[config.mk]
export PLATFORM = sky130hd
export DESIGN_NAME = stereo_ser_tx
export DESIGN_NICKNAME = d
export VERILOG_FILES = /design/src/rtl/sertx_pkg.sv /design/src/rtl/sertx_timing.sv /design/src/rtl/sertx_mute.sv /design/src/rtl/stereo_ser_tx.sv
export SDC_FILE = /design/constraint.sdc
export NUM_CORES = 1
export LEC_CHECK = 0
export BUFFER_PORTS_ARGS = -buffer_cell sky130_fd_sc_hd__buf_2
export CORE_MARGIN = 5
export CORE_UTILIZATION = 47
export CTS_CLUSTER_SIZE = 30
export DETAILED_ROUTE_END_ITERATION = 8
export GPL_ROUTABILITY_DRIVEN = 0
export GPL_TIMING_DRIVEN = 0
export MAX_ROUTING_LAYER = met4
export PLACE_DENSITY = 0.63
export SLEW_MARGIN = 20
export SYNTH_ARGS = -nofsm -noshare
export SYNTH_HDL_FRONTEND = slang
export SYNTH_SLANG_ARGS = --single-unit
export TNS_END_PERCENT = 100
[constraint.sdc]
create_clock -name clk -period 4.1 [get_ports clk]
set_input_delay 0.41 -clock clk [delete_from_list [all_inputs] [get_ports clk]]
set_output_delay 0.41 -clock clk [all_outputs]
set_load 0.005 [all_outputs]
[src/rtl/sertx_pkg.sv]
package sertx_pkg;
    typedef enum logic {
        FMT_I2S        = 1'b0,
        FMT_LEFT_ALIGN = 1'b1
    } fmt_e;

    // number of idle slots between the word-select edge and the MSB
    function automatic int lead_slots(input logic fmt);
        return (fmt_e'(fmt) == FMT_I2S) ? 1 : 0;
    endfunction
endpackage

[src/rtl/sertx_timing.sv]
module sertx_timing #(
    parameter int BCLK_DIV = 4
) (
    input  logic clk,
    input  logic rst_n,
    input  logic run,
    input  logic master,
    input  logic bclk_in,
    input  logic ws_in,
    output logic bclk_out,
    output logic fall_evt,
    output logic ws_ext
);
    localparam int DW = $clog2(BCLK_DIV);

    typedef struct packed {
        logic [DW-1:0] div;
        logic          bclk;
        logic          bs1;
        logic          bs2;
        logic          bs3;
        logic          ws1;
        logic          ws2;
    } tim_t;

    tim_t tim_q, tim_d;

    always_comb begin
        tim_d     = tim_q;
        tim_d.bs1 = bclk_in;
        tim_d.bs2 = tim_q.bs1;
        tim_d.bs3 = tim_q.bs2;
        tim_d.ws1 = ws_in;
        tim_d.ws2 = tim_q.ws1;
        if (run && master) begin
            tim_d.div  = (tim_q.div == DW'(BCLK_DIV - 1)) ? '0 : tim_q.div + 1'b1;
            tim_d.bclk = (tim_d.div >= DW'(BCLK_DIV / 2));
        end else begin
            tim_d.div  = '0;
            tim_d.bclk = 1'b0;
        end
    end

    always_ff @(posedge clk or negedge rst_n) begin
        if (!rst_n) tim_q <= '0;
        else        tim_q <= tim_d;
    end

    assign bclk_out = tim_q.bclk;
    assign ws_ext   = tim_q.ws2;
    assign fall_evt = run && (master ? (tim_q.div == DW'(BCLK_DIV - 1))
                                     : (tim_q.bs3 && !tim_q.bs2));
endmodule

[src/rtl/sertx_mute.sv]
module sertx_mute #(
    parameter int MUTE_FRAMES = 12288
) (
    input  logic clk,
    input  logic rst_n,
    input  logic run,
    input  logic frame_start,
    output logic mute_now
);
    localparam int CW = $clog2(MUTE_FRAMES + 1);

    typedef struct packed {
        logic [CW-1:0] cnt;
        logic          mute;
    } mut_t;

    mut_t mut_q, mut_d;

    always_comb begin
        mut_d = mut_q;
        if (!run) begin
            mut_d.cnt  = CW'(MUTE_FRAMES);
            mut_d.mute = 1'b1;
        end else if (frame_start) begin
            mut_d.mute = (mut_q.cnt != '0);
            if (mut_q.cnt != '0) mut_d.cnt = mut_q.cnt - 1'b1;
        end
    end

    always_ff @(posedge clk or negedge rst_n) begin
        if (!rst_n) begin
            mut_q.cnt  <= CW'(MUTE_FRAMES);
            mut_q.mute <= 1'b1;
        end else begin
            mut_q <= mut_d;
        end
    end

    assign mute_now = !run || (frame_start ? (mut_q.cnt != '0) : mut_q.mute);
endmodule

[src/rtl/stereo_ser_tx.sv]
module stereo_ser_tx #(
    parameter int WORD_W      = 24,
    parameter int SLOT_W      = 32,
    parameter int BCLK_DIV    = 4,
    parameter int MUTE_FRAMES = 12288
) (
    input  logic              clk,
    input  logic              rst_n,
    input  logic              pwr_on,
    input  logic              fmt_msbj,
    input  logic              master_sel,
    input  logic              smp_valid,
    input  logic [WORD_W-1:0] smp_left,
    input  logic [WORD_W-1:0] smp_right,
    input  logic              bclk_in,
    input  logic              ws_in,
    output logic              bclk_out,
    output logic              ws_out,
    output logic              sdata
);
    import sertx_pkg::*;

    localparam int FRAME_W = 2 * SLOT_W;
    localparam int PW      = $clog2(FRAME_W);
    localparam int SW      = $clog2(SLOT_W);
    localparam int IW      = $clog2(WORD_W);

    typedef struct packed {
        logic [PW-1:0]     pos;
        logic              ws;
        logic              sd;
        logic              wslast;
        logic [WORD_W-1:0] act_l;
        logic [WORD_W-1:0] act_r;
        logic [WORD_W-1:0] pend_l;
        logic [WORD_W-1:0] pend_r;
    } tx_t;

    tx_t tx_q, tx_d;

    logic          fall_evt;
    logic          ws_ext;
    logic          mute_now;
    logic          frame_start;
    logic [PW-1:0] pos_n;

    sertx_timing #(.BCLK_DIV(BCLK_DIV)) i_timing (
        .clk      (clk),
        .rst_n    (rst_n),
        .run      (pwr_on),
        .master   (master_sel),
        .bclk_in  (bclk_in),
        .ws_in    (ws_in),
        .bclk_out (bclk_out),
        .fall_evt (fall_evt),
        .ws_ext   (ws_ext)
    );

    sertx_mute #(.MUTE_FRAMES(MUTE_FRAMES)) i_mute (
        .clk         (clk),
        .rst_n       (rst_n),
        .run         (pwr_on),
        .frame_start (frame_start),
        .mute_now    (mute_now)
    );

    // slot position that the next falling bit-clock edge moves to
    always_comb begin
        if (master_sel)                 pos_n = tx_q.pos + 1'b1;
        else if (ws_ext != tx_q.wslast) pos_n = (ws_ext == fmt_msbj) ? '0 : PW'(SLOT_W);
        else                            pos_n = tx_q.pos + 1'b1;
        frame_start = fall_evt && (pos_n == '0);
    end

    logic              right_ch;
    logic [SW-1:0]     slot;
    logic [WORD_W-1:0] word;
    logic [IW-1:0]     idx;
    logic              bit_v;
    int                k;

    always_comb begin
        tx_d = tx_q;
        if (smp_valid) begin
            tx_d.pend_l = smp_left;
            tx_d.pend_r = smp_right;
        end
        right_ch = pos_n[PW-1];
        slot     = pos_n[SW-1:0];
        k        = int'(slot) - lead_slots(fmt_msbj);
        idx      = '0;
        bit_v    = 1'b0;
        word     = '0;
        if (!pwr_on) begin
            tx_d.pos    = PW'(FRAME_W - 1);
            tx_d.ws     = master_sel && !fmt_msbj;
            tx_d.sd     = 1'b0;
            tx_d.wslast = ws_ext;
        end else if (fall_evt) begin
            tx_d.pos    = pos_n;
            tx_d.wslast = ws_ext;
            if (frame_start) begin
                tx_d.act_l = tx_q.pend_l;
                tx_d.act_r = tx_q.pend_r;
            end
            word = right_ch ? tx_d.act_r : tx_d.act_l;
            if (k >= 0 && k < WORD_W) begin
                idx   = IW'(WORD_W - 1 - k);
                bit_v = word[idx];
            end
            tx_d.ws = master_sel && (right_ch ^ fmt_msbj);
            tx_d.sd = mute_now ? 1'b0 : bit_v;
        end else if (!master_sel) begin
            tx_d.ws = 1'b0;
        end
    end

    always_ff @(posedge clk or negedge rst_n) begin
        if (!rst_n) begin
            tx_q     <= '0;
            tx_q.pos <= PW'(FRAME_W - 1);
        end else begin
            tx_q <= tx_d;
        end
    end

    assign ws_out = tx_q.ws;
    assign sdata  = tx_q.sd;
endmodule

==> impl_results.md <==
- CP startpoint kind: register
- DR vias/cell: 5.27
- RR Startpoint: tx_q[99]$_DFFE_PN1P_
- Crit. Startpoint: tx_q[99]$_DFFE_PN1P_
- Unrepaired setup endpoints after global routing: no
- Commonest non-fill, non-tap cells in the layout: dfrtp_1, mux2_2, buf_2
- # DRC: 0
- Post-synth EDFFs: 0
- Max_cap viols: 0
- Worst r2r path cells: 10
- Library cells used by synthesis: 52
- WL per Instance: 16.3 um
- PD cells: 546 mW/mm^2
- Setup TNS: 0 ps
- R2R Path End: tx_q[78]$_DFFE_PN0P_
- Min Tclk post-route: 3760 ps
- Slew margin rel.: 56.9%
- Most frequent CP cell: clkbuf_1
- Worst Hold Launch: bclk_in
- Leakage power: 3.29 nW
- CP max-delay cell: dfstp_2
- Achievable frequency: 266 MHz
- Final HPWL DP: 8790 um
- Hold EP: i_timing.tim_d[3]$_DFF_PN0_
- Core area: 0.0125 mm^2
- # diodes: 0
- Routed Antenna Nets: 0
- # rows: 41
- Outcome: finished clean
- Vias in the first global route: 4,119
- Sequential-to-total area share from yosys stat: 53.8%
- Htree depth: 4
- Syn Inst Count: 472
- Die Ht: 122 um
- HP Class: in2reg
- Layout cell share with drive strength beyond 1: 38.0%
- Async S/R FF share, synth: 100%
- Worst path max stage delay: 590 ps
- Die area: 0.0150 mm^2
- Die Width: 122 um
- Worst Path Arrival: 4050 ps
- Max-slew violation count: 0
- CTS tree: done
- Vias: 3,872
- R2R Setup Slk: 340 ps
- Final Util: 56.7%
- Worst-path fanout max: 10
- Mean post-synth cell area: 12.6 um^2
- Clk sinks: 127
- Clk_skew: 7.56 ps
- Starting Density: 47.5%
- Req. time, crit path: 4390 ps
- Worst IR drop on VDD: 0.303 mV
- Area growth from synthesis to layout: 19.4%
- Postcts setup bufs: 0
- Port bufs: 57
- Largest net degree at the start of global routing: 82
- Seq cells post-synth: 127
- Final-layout fill cell count: 1,049
- Worst Setup Path Type: reg2reg
- Nets: 611
- Worst Setup End Kind: register
- Post-Syn Nets: 533
- Mapped cell area: 0.00592 mm^2
- Hold Crit Depth: 1
- Cell chain of the critical path: ha_1, nand3_1, xnor2_1, nor3_1, a32oi_1, or2_2, clkbuf_1, buf_1, clkbuf_1, mux2_2
- Worst-path clk slew: 60 ps
- Root Buffer: clkbuf_16
- GRT Overall Usage: 18.1%
- Most common cell after layout, fill and taps aside: dfrtp_1
- Initial antenna violation count: 0
- IO Count: 59
- Max Root-Sink Buffers: 2
- Final hold viol count: 0
- Drt pass-1 iters: 4
- Skew-Pair Late Insertion Delay: 410 ps
- Routed WL: 12,000 um
- Main synth FF type: dfrtp_1
- Period utilization: 91.6%
- Setup Viol. Count Final: 0
- Global-route wire length before repair: 20,200 um
- Detailed Route Iter0 Violations: 195
- YS warnings: 0
- Worst-Margin Slew: 647 ps
- Total CTS buffers: 17
- Total congestion overflow: 0
==> layer usage <==
metal | GRT usage, % | vias up | wire length, um
li1 | - | 1860 | -
met1 | 22.6 | 1934 | 5530
met2 | 28.8 | 63 | 5900
met3 | 4.33 | 15 | 407
met4 | 6.58 | 0 | 129
met5 | - | - | 0
==> critical path, delay by kind of cell, from the launching register on <==
kind,cells,cell delay (ps)
multiplexers,1,400
adder cells (fa/ha/maj),1,300
flip-flops,1,590
XOR/XNOR,1,310
AND/OR/NAND/NOR,3,420
buffers and inverters,3,1280
AO/OA/AOI/OAI,1,320
==> synthesized netlist by cell type (3+ instances only) <==
master	number	area, um^2
o21ai_0	12	60.1
nand2b_1	6	37.5
mux4_2	4	90.1
nand3b_1	3	22.5
nor3_1	8	40.0
xnor2_1	11	96.3
dfrtp_1	118	2950
and3_1	3	18.8
mux2i_1	25	250
o221ai_1	4	35.0
a211oi_1	3	22.5
xor2_1	8	70.1
dfstp_2	9	236
nand3_1	8	40.0
inv_1	7	26.3
nand2_1	26	97.6
nor2_1	32	120
o211ai_1	4	30.0
clkbuf_1	17	63.8
mux2_2	100	1130
or3_1	5	31.3
a31oi_1	6	37.5
a21oi_1	7	35.0
ha_1	5	62.6
buf_1	5	18.8
buf_2	3	15.0
==> report_power, final <==
group | leakage (nW) | switching (mW) | internal, mW | total (mW)
clock | 0.296 | 0.554 | 0.977 | 1.53
combinational | 1.43 | 0.328 | 0.370 | 0.698
sequential | 1.57 | 0.134 | 1.50 | 1.63
==> sequential cells by signal (all words and copies together), names as in the netlist <==
name	count
tx_q	103
i_mute.mut_q	15
i_timing.tim_d	3
i_timing.tim_q	2
i_timing.bclk_out	1
i_timing.ws_ext	1
sdata	1
ws_out	1
==> cell families (layout without fill, tap and decap cells) <==
family                     after synthesis  in the layout  share of synthesized area (%)
muxes                                  129            129                           24.8
buffers and inverters                   32            123                           2.09
DFF                                    127            127                           53.8
adders and majority gates                5              5                           1.06
AOI/OAI and AO/OA                       50             50                           5.83
and+or+nand+nor                        110            110                           9.63
xor gates and xnor gates                19             19                           2.81
==> what timing repair did <==
| item | in CTS | in global routing |
|---|---|---|
| hold buffers | 1 | 0 |
| hold endpoints to repair | 39 | 0 |
| endpoints found under the setup margin | 0 | 1 |
| resized for setup | 0 | 2 |
==> final cells by class <==
class / instances / area (um^2) / area share, %
Buffer: 25 / 98.8 / 1.40
Clock buffer: 20 / 447 / 6.32
Clock inverter: 12 / 156 / 2.21
Inverter: 7 / 26.3 / 0.371
Multi-Input combinational cell: 313 / 2610 / 36.9
Sequential cell: 127 / 3190 / 45.1
Tap cell: 172 / 215 / 3.04
Timing Repair Buffer: 59 / 329 / 4.65
==> worst max path at each step <==
stage,end,depth (start not counted)
6_report,tx_q[78]$_DFFE_PN0P_,10
4_1_cts,sdata$_DFFE_PN0P_,13
3_5_place_dp,sdata$_DFFE_PN0P_,13
3_3_place_gp,sdata$_DFFE_PN0P_,13
5_1_grt,tx_q[78]$_DFFE_PN0P_,10
2_1_floorplan,sdata$_DFFE_PN0P_,13
==> through the flow <==
stage	setup WS, ps	hold WS [ps]	total power [mW]	cells	cell area, um^2
final	345	96.1	3.86	735	7070
after floorplan	883	114	2.13	472	5920
after CTS	106	81.7	3.90	735	7070
after global placement	112	336	2.31	701	6420
after detailed placement	144	349	2.35	702	6460
after global routing	81.7	86.3	4.05	735	7070
(Power assumes the default switching activity.)
